File: src/rtl/i2c_bit_pkg.sv
`timescale 1ns/1ps
// Shared command codes and phase encoding for the I2C bit engine.
// Assumes the command field is three bits wide; codes 6 and 7 are unused.
package i2c_bit_pkg;

    typedef enum logic [2:0] {
        OP_START    = 3'd0,
        OP_STOP     = 3'd1,
        OP_SEND_BIT = 3'd2,
        OP_RECV_BIT = 3'd3,
        OP_SEND_ACK = 3'd4,
        OP_RECV_ACK = 3'd5
    } op_e;

    typedef enum logic [2:0] {
        PH_IDLE     = 3'd0,
        PH_SETUP    = 3'd1,
        PH_HIGH     = 3'd2,
        PH_HOLD     = 3'd3,
        PH_LOW      = 3'd4,
        PH_STA_EDGE = 3'd5,
        PH_STO_EDGE = 3'd6
    } phase_e;

    // True for the six defined command codes.
    function automatic logic op_is_valid(input logic [2:0] code);
        return code <= 3'd5;
    endfunction

    // True for commands that read SDA during the high phase.
    function automatic logic op_is_recv(input op_e op);
        return (op == OP_RECV_BIT) || (op == OP_RECV_ACK);
    endfunction

    // True for commands that place a bit on SDA.
    function automatic logic op_is_send(input op_e op);
        return (op == OP_SEND_BIT) || (op == OP_SEND_ACK);
    endfunction

endpackage

File: src/rtl/i2c_line_sync.sv
`timescale 1ns/1ps
// Multi-flop synchronizer for one bus line read-back.
// Assumes STAGES >= 1; resets to the released (high) level.
module i2c_line_sync #(
    parameter int STAGES = 2
) (
    input  logic clk,
    input  logic rst_n,
    input  logic line_in,
    output logic line_s
);

    logic [STAGES-1:0] chain;

    generate
        if (STAGES == 1) begin : g_single
            // Single capture flop.
            always_ff @(posedge clk) begin
                if (!rst_n) chain <= 1'b1;
                else        chain <= line_in;
            end
        end else begin : g_multi
            // Shift chain of capture flops.
            always_ff @(posedge clk) begin
                if (!rst_n) chain <= '1;
                else        chain <= {chain[STAGES-2:0], line_in};
            end
        end
    endgenerate

    assign line_s = chain[STAGES-1];

endmodule

File: src/rtl/i2c_qtick_div.sv
`timescale 1ns/1ps
// Quarter-period tick divider. Emits one tick every QDIV counted cycles.
// clr forces the count to zero; hold freezes it (used while SCL is stretched).
// Assumes QDIV >= 2.
module i2c_qtick_div #(
    parameter int QDIV = 125
) (
    input  logic clk,
    input  logic rst_n,
    input  logic clr,
    input  logic hold,
    output logic tick
);

    localparam int CW = (QDIV > 2) ? $clog2(QDIV) : 1;
    localparam logic [CW-1:0] LAST = CW'(QDIV - 1);

    logic [CW-1:0] cnt;

    assign tick = !clr && !hold && (cnt == LAST);

    // Count cycles within the current quarter period.
    always_ff @(posedge clk) begin
        if (!rst_n || clr) cnt <= '0;
        else if (hold)     cnt <= cnt;
        else if (tick)     cnt <= '0;
        else               cnt <= cnt + 1'b1;
    end

    p_cnt_range_r3: assert property (@(posedge clk) disable iff (!rst_n)
        cnt <= LAST);

    p_hold_freeze_r4: assert property (@(posedge clk) disable iff (!rst_n)
        hold && !clr |=> $stable(cnt));

endmodule

File: src/rtl/i2c_bit_capture.sv
`timescale 1ns/1ps
// Receive-bit register and sticky arbitration-loss flag.
// Assumes sample_en and arb_check_en are single-cycle strobes raised at the
// end of the confirmed SCL-high quarter.
module i2c_bit_capture (
    input  logic clk,
    input  logic rst_n,
    input  logic sample_en,
    input  logic arb_check_en,
    input  logic tx_bit,
    input  logic sda_s,
    input  logic clr_arb,
    output logic rx_bit,
    output logic arb_lost
);

    // Latch the received SDA level.
    always_ff @(posedge clk) begin
        if (!rst_n)         rx_bit <= 1'b0;
        else if (sample_en) rx_bit <= sda_s;
    end

    // Set the flag when a released SDA reads back low; clear on START.
    always_ff @(posedge clk) begin
        if (!rst_n)                                arb_lost <= 1'b0;
        else if (clr_arb)                          arb_lost <= 1'b0;
        else if (arb_check_en && tx_bit && !sda_s) arb_lost <= 1'b1;
    end

    p_rx_stable_r5: assert property (@(posedge clk) disable iff (!rst_n)
        !sample_en |=> $stable(rx_bit));

    p_arb_sticky_r7: assert property (@(posedge clk) disable iff (!rst_n)
        arb_lost && !clr_arb |=> arb_lost);

    p_arb_clear_r8: assert property (@(posedge clk) disable iff (!rst_n)
        clr_arb |=> !arb_lost);

endmodule

File: src/rtl/i2c_phase_seq.sv
`timescale 1ns/1ps
// Phase sequencer: walks one primitive through its quarter-period phases and
// owns the registered open-drain pull controls. The only SCL-high wait with
// stretch handling is PH_HIGH; sample and arbitration strobes come from there.
// Assumes tick pulses once per quarter period and scl_s is synchronized.
module i2c_phase_seq
    import i2c_bit_pkg::*;
(
    input  logic       clk,
    input  logic       rst_n,
    input  logic       cmd_valid,
    input  logic [2:0] cmd_op,
    input  logic       cmd_bit,
    input  logic       tick,
    input  logic       scl_s,
    output logic       ready,
    output logic       done,
    output logic       clr_timer,
    output logic       hold_timer,
    output logic       scl_low,
    output logic       sda_low,
    output logic       sample_en,
    output logic       arb_check_en,
    output logic       clr_arb,
    output logic       tx_bit
);

    phase_e phase, phase_nx;
    op_e    op_r, op_nx;
    logic   bit_r, bit_nx;
    logic   scl_low_r, sda_low_r;
    logic   done_r;
    logic   accept;
    logic   hi_done;
    logic   setup_sda_low;

    assign accept     = (phase == PH_IDLE) && cmd_valid && op_is_valid(cmd_op);
    assign clr_timer  = (phase == PH_IDLE);
    assign hold_timer = (phase == PH_HIGH) && !scl_s;
    assign hi_done    = (phase == PH_HIGH) && tick && scl_s;

    assign op_nx  = accept ? op_e'(cmd_op) : op_r;
    assign bit_nx = accept ? cmd_bit : bit_r;

    // SDA level chosen for the low part of the cell.
    always_comb begin
        if (op_nx == OP_STOP)         setup_sda_low = 1'b1;
        else if (op_is_send(op_nx))   setup_sda_low = !bit_nx;
        else                          setup_sda_low = 1'b0;
    end

    // Next-phase selection.
    always_comb begin
        phase_nx = phase;
        case (phase)
            PH_IDLE:     if (accept) phase_nx = PH_SETUP;
            PH_SETUP:    if (tick)   phase_nx = PH_HIGH;
            PH_HIGH: begin
                if (hi_done) begin
                    if (op_r == OP_START)     phase_nx = PH_STA_EDGE;
                    else if (op_r == OP_STOP) phase_nx = PH_STO_EDGE;
                    else                      phase_nx = PH_HOLD;
                end
            end
            PH_HOLD:     if (tick)   phase_nx = PH_LOW;
            PH_STA_EDGE: if (tick)   phase_nx = PH_LOW;
            PH_LOW:      if (tick)   phase_nx = PH_IDLE;
            PH_STO_EDGE: if (tick)   phase_nx = PH_IDLE;
            default:                 phase_nx = PH_IDLE;
        endcase
    end

    // Phase register and completion pulse.
    always_ff @(posedge clk) begin
        if (!rst_n) begin
            phase  <= PH_IDLE;
            done_r <= 1'b0;
        end else begin
            phase  <= phase_nx;
            done_r <= (phase != PH_IDLE) && (phase_nx == PH_IDLE);
        end
    end

    // Latch command and data bit on acceptance.
    always_ff @(posedge clk) begin
        if (!rst_n) begin
            op_r  <= OP_START;
            bit_r <= 1'b1;
        end else if (accept) begin
            op_r  <= op_e'(cmd_op);
            bit_r <= cmd_bit;
        end
    end

    // Registered line pulls, set for the phase being entered.
    always_ff @(posedge clk) begin
        if (!rst_n) begin
            scl_low_r <= 1'b0;
            sda_low_r <= 1'b0;
        end else begin
            case (phase_nx)
                PH_SETUP: begin
                    if (op_nx == OP_START) begin
                        sda_low_r <= 1'b0;
                    end else begin
                        scl_low_r <= 1'b1;
                        if (scl_low_r) sda_low_r <= setup_sda_low;
                    end
                end
                PH_HIGH:     scl_low_r <= 1'b0;
                PH_STA_EDGE: sda_low_r <= 1'b1;
                PH_STO_EDGE: sda_low_r <= 1'b0;
                PH_LOW:      scl_low_r <= 1'b1;
                default: ;
            endcase
        end
    end

    assign ready        = (phase == PH_IDLE);
    assign done         = done_r;
    assign scl_low      = scl_low_r;
    assign sda_low      = sda_low_r;
    assign sample_en    = hi_done && op_is_recv(op_r);
    assign arb_check_en = hi_done && op_is_send(op_r);
    assign clr_arb      = accept && (cmd_op == 3'(OP_START));
    assign tx_bit       = bit_r;

    p_done_pulse_r2: assert property (@(posedge clk) disable iff (!rst_n)
        done |=> !done);

    p_cmd_held_r2: assert property (@(posedge clk) disable iff (!rst_n)
        (phase != PH_IDLE) && ($past(phase) != PH_IDLE) |-> $stable(op_r) && $stable(bit_r));

    p_stretch_wait_r4: assert property (@(posedge clk) disable iff (!rst_n)
        (phase == PH_HIGH) && !scl_s |=> (phase == PH_HIGH));

    p_sda_when_scl_low_r10: assert property (@(posedge clk) disable iff (!rst_n)
        !$stable(sda_low_r) && (phase != PH_STA_EDGE) && (phase != PH_STO_EDGE)
            |-> scl_low_r && $past(scl_low_r));

    p_start_edge_r8: assert property (@(posedge clk) disable iff (!rst_n)
        $rose(sda_low_r) && !$past(scl_low_r) |-> (phase == PH_STA_EDGE));

endmodule

File: src/rtl/i2c_bit_engine.sv
`timescale 1ns/1ps
// I2C bit-level primitive engine top. Divides the system clock into quarter
// periods, synchronizes the bus read-back, sequences one primitive at a time
// and captures the received bit and arbitration loss.
// Assumes CLK_FREQ >= 8*I2C_FREQ (at least two cycles per quarter) and
// external pull-ups on both lines.
module i2c_bit_engine #(
    parameter int CLK_FREQ    = 50_000_000,
    parameter int I2C_FREQ    = 100_000,
    parameter int SYNC_STAGES = 2
) (
    input  logic       clk,
    input  logic       rst_n,
    input  logic       cmd_valid,
    input  logic [2:0] cmd_op,
    input  logic       cmd_bit,
    output logic       cmd_ready,
    output logic       done,
    output logic       rx_bit,
    output logic       arb_lost,
    input  logic       scl_in,
    input  logic       sda_in,
    output logic       scl_pull,
    output logic       sda_pull
);

    localparam int QDIV = CLK_FREQ / (4 * I2C_FREQ);

    logic scl_s, sda_s;
    logic tick, clr_timer, hold_timer;
    logic sample_en, arb_check_en, clr_arb, tx_bit;

    i2c_line_sync #(.STAGES(SYNC_STAGES)) u_scl_sync (
        .clk(clk), .rst_n(rst_n), .line_in(scl_in), .line_s(scl_s)
    );

    i2c_line_sync #(.STAGES(SYNC_STAGES)) u_sda_sync (
        .clk(clk), .rst_n(rst_n), .line_in(sda_in), .line_s(sda_s)
    );

    i2c_qtick_div #(.QDIV(QDIV)) u_div (
        .clk(clk), .rst_n(rst_n), .clr(clr_timer), .hold(hold_timer), .tick(tick)
    );

    i2c_phase_seq u_seq (
        .clk(clk), .rst_n(rst_n),
        .cmd_valid(cmd_valid), .cmd_op(cmd_op), .cmd_bit(cmd_bit),
        .tick(tick), .scl_s(scl_s),
        .ready(cmd_ready), .done(done),
        .clr_timer(clr_timer), .hold_timer(hold_timer),
        .scl_low(scl_pull), .sda_low(sda_pull),
        .sample_en(sample_en), .arb_check_en(arb_check_en),
        .clr_arb(clr_arb), .tx_bit(tx_bit)
    );

    i2c_bit_capture u_cap (
        .clk(clk), .rst_n(rst_n),
        .sample_en(sample_en), .arb_check_en(arb_check_en),
        .tx_bit(tx_bit), .sda_s(sda_s), .clr_arb(clr_arb),
        .rx_bit(rx_bit), .arb_lost(arb_lost)
    );

    p_done_in_idle_r2: assert property (@(posedge clk) disable iff (!rst_n)
        done |-> cmd_ready);

    p_busy_no_ready_r2: assert property (@(posedge clk) disable iff (!rst_n)
        cmd_ready && cmd_valid && (cmd_op <= 3'd5) |=> !cmd_ready);

    p_bad_code_r11: assert property (@(posedge clk) disable iff (!rst_n)
        cmd_ready && cmd_valid && (cmd_op > 3'd5) |=> cmd_ready && $stable(scl_pull) && $stable(sda_pull));

endmodule

File: config.mk
export PLATFORM = sky130hd
export DESIGN_NAME = i2c_bit_engine
export DESIGN_NICKNAME = d
export VERILOG_FILES = /design/src/rtl/i2c_bit_pkg.sv /design/src/rtl/i2c_line_sync.sv /design/src/rtl/i2c_qtick_div.sv /design/src/rtl/i2c_bit_capture.sv /design/src/rtl/i2c_phase_seq.sv /design/src/rtl/i2c_bit_engine.sv
export SDC_FILE = /design/constraint.sdc
export NUM_CORES = 1
export LEC_CHECK = 0
export BUFFER_PORTS_ARGS = -buffer_cell sky130_fd_sc_hd__buf_4
export CORE_MARGIN = 3
export CORE_UTILIZATION = 51
export DETAILED_ROUTE_END_ITERATION = 16
export PLACE_DENSITY = 0.74
export SYNTH_ARGS = -nofsm -noshare
export SYNTH_HDL_FRONTEND = slang
export SYNTH_HIERARCHICAL = 1
export SYNTH_SLANG_ARGS = --single-unit
export TNS_END_PERCENT = 100
File: constraint.sdc
create_clock -name clk -period 2.35 [get_ports clk]
set_clock_uncertainty 0.1 [all_clocks]
set_input_delay 0.1175 -clock clk [delete_from_list [all_inputs] [get_ports clk]]
set_output_delay 0.1175 -clock clk [all_outputs]
set_load 0.02 [all_outputs]
After elaboration in Yosys (flattened, before gate mapping)
Index checks and enable logic that the tools add are counted.
Storage, ports and cells
  output and inout bits: 6
  word-level logic and storage cells: 90
  register bits: 23
  input port bits: 9
Cells by class
  add/subtract/negate cells: 1
  mux-type cells: 18
  bitwise operators: 1
  order comparisons: 1
  reductions and logical operators: 36
  equality and inequality tests: 22
Operator list (count)
  $eq A3 B3 Y1 const B: 9
  $mux W3: 8
  $eq A3 B2 Y1 const B: 6
  $logic_not A3 Y1: 5
  $pmux W3 S5: 1
  $logic_and A1 B1 Y1: 13
  $eq A3 B1 Y1 const B: 4
  $reduce_bool A3 Y1: 3
  $add A7 B1 Y7 const B: 1
  $eq A7 B7 Y1 const B: 1
  $mux W7: 1
  $logic_not A1 Y1: 6
  $mux W1: 6
  $pmux W1 S3: 2
  $reduce_or A2 Y1: 3
  $logic_or A1 B1 Y1: 4
  $reduce_and A2 Y1: 2
  $le A3 B3 Y1 const B: 1
  $ne A3 B1 Y1 const B: 1
  $ne A2 B2 Y1 const B: 1
  $not A1 Y1: 1

Logic depth before layout (Yosys ltp)
  depth in word-level cells: 12
  depth in mapped cells: 10

Hierarchy
The synthesis kept the hierarchy.
By module, submodules not included
  i2c_phase_seq: sequential area each 200.2 um^2, instances 1, cells each 88, area each 724.4 um^2
  i2c_qtick_div: sequential area each 140.1 um^2, instances 1, cells each 43, area each 401.6 um^2
  i2c_line_sync: sequential area each 40.0 um^2, instances 2, cells each 4, area each 52.6 um^2
  i2c_bit_capture: sequential area each 40.0 um^2, instances 1, cells each 8, area each 78.8 um^2

Worst setup path before layout
Ideal clock, no wire load.
  path kind: reg2reg
  start: register u_seq.phase[2]
  end: register u_seq.sda_low_r (netlist: u_seq/sda_low)
  required time: 2131 ps
  buffers on the path: 1
  path slack: -223 ps
  arrival: 2354 ps
  cell stages (with the launch flop): 11
  path through: dfxtp_1 buf_2 nor4b_1 nand4b_4 nor3_2 and2_1 nand4_1 nand3_1 o2111ai_1 mux2i_1 o2bb2ai_1
On the way
  cells in the longest elaborated chain, start to end: 12
  elaborated cells on any way between the ends: 43
  classes of those cells: 13 x eq/ne; 13 x mux; 17 x reduce/logical
RTL lines
  start: declaration: RTL line i2c_phase_seq.sv:28  | phase_e phase, phase_nx;
  start signal: assignment: RTL line i2c_phase_seq.sv:79  | phase <= phase_nx;
  $eq A3 B2 Y1 *: RTL line i2c_phase_seq.sv:39  | assign hold_timer = (phase == PH_HIGH) && !scl_s;
  $logic_and A1 B1 Y1 *: RTL line i2c_phase_seq.sv:39
  via hold_timer: RTL line i2c_bit_engine.sv:30  | logic tick, clr_timer, hold_timer;
  $logic_not A1 Y1 *: RTL line i2c_qtick_div.sv:20  | assign tick = !clr && !hold && (cnt == LAST);
  $logic_and A1 B1 Y1 * (2 in series): RTL line i2c_qtick_div.sv:20
  via tick: RTL line i2c_bit_engine.sv:30
  $logic_and A1 B1 Y1 (2 in series): RTL line i2c_phase_seq.sv:40  | assign hi_done = (phase == PH_HIGH) && tick && scl_s;
  $mux W3: RTL line i2c_phase_seq.sv:59  | if (hi_done) begin
  $pmux W3 S5 *: RTL line i2c_phase_seq.sv:55  | case (phase)
  $eq A3 B1 Y1 or $eq A3 B3 Y1 (tied branches): RTL line i2c_phase_seq.sv:101  | case (phase_nx)
  $ne A3 B1 Y1 (no line) or $reduce_bool A3 Y1 (tied branches)
  $reduce_and A2 Y1 (no line)
  end signal: assignment: RTL line i2c_phase_seq.sv:107  | if (scl_low_r) sda_low_r <= setup_sda_low;
  end: declaration: RTL line i2c_phase_seq.sv:31  | logic scl_low_r, sda_low_r;
Mark *: on every way through the listed nets, which the timed path passes. The rest lies on a longest branch. The select of a mux whose other input is x is not followed.
A chain may end at the register's enable or synchronous reset.

Worst setup path after layout
  start: register u_div.cnt[0]
  end: register u_seq.sda_low_r (netlist: u_seq/sda_low)
On the way
  cells in the longest elaborated chain, start to end: 9
  elaborated cells on any way between the ends: 16
  classes of those cells: 5 x eq/ne; 6 x mux; 5 x reduce/logical
RTL lines
  start: declaration: RTL line i2c_qtick_div.sv:18  | logic [CW-1:0] cnt;
  start signal: assignment: RTL line i2c_qtick_div.sv:25  | else if (hold) cnt <= cnt;
  start signal: assignment: RTL line i2c_qtick_div.sv:27  | else cnt <= cnt + 1'b1;
  $eq A7 B7 Y1 *: RTL line i2c_qtick_div.sv:20
  $logic_and A1 B1 Y1 *: RTL line i2c_qtick_div.sv:20
  via tick: RTL line i2c_bit_engine.sv:30
  $logic_and A1 B1 Y1 (2 in series): RTL line i2c_phase_seq.sv:40
  $mux W3: RTL line i2c_phase_seq.sv:59
  $pmux W3 S5 *: RTL line i2c_phase_seq.sv:55
  $eq A3 B1 Y1 or $eq A3 B3 Y1 (tied branches): RTL line i2c_phase_seq.sv:101
  $ne A3 B1 Y1 (no line) or $reduce_bool A3 Y1 (tied branches)
  $reduce_and A2 Y1 (no line)
Mark *: on every way through the listed nets, which the timed path passes. The rest lies on a longest branch.

==> metrics.md <==
| Metric | Value |
|---|---|
| Status | finished clean |
| FP Rows | 17 |
| Clock-pin slew on the worst setup and hold paths | 0.14 ns |
| Final Hold Fails | 0 |
| Synth Instances | 147 |
| Crit path DAT | 2.36 ns |
| Multi-input logic area | 781 µm² |
| Root buf cell | clkbuf_4 |
| Post-synthesis register bit count | 23 |
| Final slew viol count | 0 |
| Crit-path cells | inv_1, ha_1, nand3b_1, nor3_4, nand2_1, o31a_1, buf_4, buf_4, o31ai_1, o2bb2ai_1 |
| Depth of the most critical reg-to-reg path | 10 |
| Max FO, Critical Path | 6 |
| Startpoint types | flip-flop |
| Initial antenna violation count | 0 |
| Post-synthesis cell type count | 49 |
| Vias in the first global route | 1062 |
| Pin count of the biggest net entering global routing | 18 |
| Routed vias | 1217 |
| Switch share | 29.0% |
| FF-to-FF End | u_seq/sda_low |
| Worst Path Required | 2.47 ns |
| GRT Overall Usage | 18.7% |
| Psw | 0.226 mW |
| Io pins | 15 |
| Post-synth EDFFs | 0 |
| HPWL after detailed placement | 2060 µm |
| Die ar. | 3210 µm² |
| Detailed Route Iter0 Violations | 62 |
| First-pass GRT wire length | 4860 µm |
| Cell Int Power | 0.552 mW |
| YS warnings | 6 |
| Die Height | 56.7 µm |
| Static leakage | 0.695 nW |
| MaxCap Viol Count | 0 |
| Reg2reg setup slack | 0.11 ns |
| I/O Buffers | 14 |
| Final GP Congestion | 0.901 |
| Most common library cell in the layout ignoring fill and taps | buf_4 |
| Routed wire length | 2860 µm |
| CTS Buf Count | 3 |
| Die W | 56.7 µm |
| Fmax | 447 MHz |
| Clk_lat worst skew | 0.31 ns |
| Top_reg_cell synth | dfxtp_1 |
| Hold Path Sink | u_seq/op_r[2] |
| CP endpoint kind | flip-flop |
| CP top delay family | compound AO/OA/AOI/OAI gates |
| Pre-CTS WS | 0.0962 ns |
| WHS Path Cells | 2 |
| FF/Latch Area | 468 µm² |
| CORE AREA | 2320 µm² |
| Vias per inst | 5.80 |
| Fillcell total | 179 |
| Post-layout min period | 2.24 ns |
| Unrepaired setup endpoints after global routing | true |
| Clock Sinks | 23 |
| Power per cell area | 471 nW/µm² |
| Most frequent cells in the layout | 30 x buf_4, 21 x dfxtp_1, 10 x nand2_1 |
| Synthesized Nets | 158 |
| Worst Setup Path Type | reg -> reg |
| Antenna-violating nets left | 0 |
| Wirelength per Cell | 13.6 µm |
| Worst r2r src | u_div/cnt[0] |
| Area grow syn2layout | 26.0% |
| Final Util | 71.2% |
| Final setup viols | 0 |
| Slew @ Worst Pin | 0.534 ns |
| Initial core utilization | 56.5% |
| Share of layout cells above drive strength 1 | 25.3% |
| Diode count | 0 |
| CTS max path bufs | 2 |
| Slowest stage delay, CP | 0.38 ns |
| Worst hold path startpoint | cmd_op[2] |
| Share of power burned in registers | 54.0% |
| Fin worst setup slack | 0.112 ns |
| Clock Power Share | 24.6% |
| DRC | 0 |
| VDD IR max | 0.000329 V |
| Syn Area/Cell | 8.91 µm² |
| Async SR Flop Fraction | 0% |
| Total congestion overflow | 0 |
| Layout Nets | 194 |
| H-Tree Depth | 1 |
| Seq/Total Area, Yosys | 35.1% |
| Post-route clock period utilization | 95.2% |
| Worst rel slew slack | 64.1% |
| CP bufs+invs | 3 |
| CTS tree | yes |
| Worst path slowest cell | dfxtp_4 |
| Mapped Area | 1310 µm² |
| Pre-antenna DRT Iters | 4 |
| Comb pwr share | 21.4% |
| Hold Crit Class | in -> reg |
| Most used cell, CP | buf_4 |
-- final cells by class --
type | count | area share (%)
clock buffer | 3 | 1.36
clock inverter | 1 | 0.303
inverter | 9 | 2.05
multi-input combinational | 108 | 47.3
sequential | 23 | 28.4
tap | 28 | 2.12
timing repair buffer | 38 | 18.5
-- power groups by stage --
stage | combinational (mW) | sequential [mW] | clock, mW
after floorplan | 0.105 | 0.432 | 0
after global placement | 0.148 | 0.430 | 0
after detailed placement | 0.150 | 0.431 | 0
after CTS | 0.162 | 0.422 | 0.199
after global routing | 0.183 | 0.423 | 0.213
final | 0.167 | 0.420 | 0.191
-- per-layer routing --
metal / routed length (µm) / track usage (%) / vias to the layer above
li1: - / - / 605
met1: 1390 / 27.2 / 568
met2: 1310 / 28.7 / 42
met3: 156 / 2.07 / 2
met4: 7 / 5.76 / 0
met5: 0 / 0 / -
-- registers in the layout (all words and copies together), names as in the netlist --
name,cells
u_div/cnt,7
u_seq/op_r,3
u_seq/phase,3
u_scl_sync/chain,2
u_sda_sync/chain,2
u_cap/arb_lost,1
u_cap/rx_bit,1
u_seq/done,1
u_seq/scl_low,1
u_seq/sda_low,1
u_seq/tx_bit,1
-- repair_timing --
item	4_1_cts	5_1_grt
setup endpoints to repair	0	3
hold endpoints to repair	6	0
hold buffers	8	0
resized for setup	0	6
buffers inserted	0	8
-- worst max-delay path by stage --
stage / start / endpoint / slack [ns] / cells past startpoint
finish: u_div/cnt[0] / u_seq/sda_low / 0.11 / 10
global placement: u_seq/phase[1] / u_seq/scl_low / 0.11 / 8
global route: u_div/cnt[0] / u_seq/sda_low / -0.03 / 10
detailed placement: u_seq/phase[1] / u_seq/sda_low / 0.1 / 9
CTS: u_seq/phase[1] / u_seq/sda_low / 0.06 / 9
floorplan: u_seq/phase[1] / u_seq/sda_low / 0.03 / 10
-- through the flow --
step,cells,total power [mW],TNS (ns),cell area (µm²),hold WS (ns)
detailed placement,190,0.581,0,1470,0.212
CTS,202,0.783,0,1580,0.0307
floorplan,147,0.537,0,1320,0.0905
global route,210,0.819,-0.0374,1650,0.0434
global placement,190,0.578,0,1470,0.203
finish,210,0.778,0,1650,0.0442
-- kinds of logic (layout without fill, tap and decap cells) --
| family | Yosys count | after routing | synth area share (%) |
|---|---|---|---|
| compound gates | 29 | 29 | 16.2 |
| flops | 23 | 23 | 35.1 |
| fa+ha+maj | 2 | 2 | 1.91 |
| xor+xnor | 5 | 5 | 3.34 |
| mux | 2 | 2 | 1.53 |
| simple gates | 70 | 70 | 35.6 |
| buf+inv | 16 | 51 | 6.21 |
-- synthesized netlist by cell type, types with 2 or more instances --
cell      instances  area (µm²)
a211oi_1          2        15.0
a21oi_1           4        20.0
a221oi_1          2        17.5
a31oi_1           2        12.5
and2_1            3        18.8
buf_2             2        10.0
buf_6             2        22.5
dfxtp_1          23         460
ha_1              2        25.0
inv_1             9        33.8
mux2i_1           2        20.0
nand2_1          10        37.5
nand2b_1          8        50.1
nand3_1           6        30.0
nand3b_1          2        15.0
nand4_1           2        12.5
nand4b_1          2        17.5
nor2_1            9        33.8
nor2b_1           6        37.5
nor3_1            7        35.0
nor3b_1           2        15.0
nor4b_4           2        47.6
o21ai_0           3        15.0
o221a_2           2        22.5
o22ai_1           2        12.5
o31ai_1           5        37.5
xnor2_1           2        17.5
xor2_1            3        26.3
(Power assumes the default switching activity.)
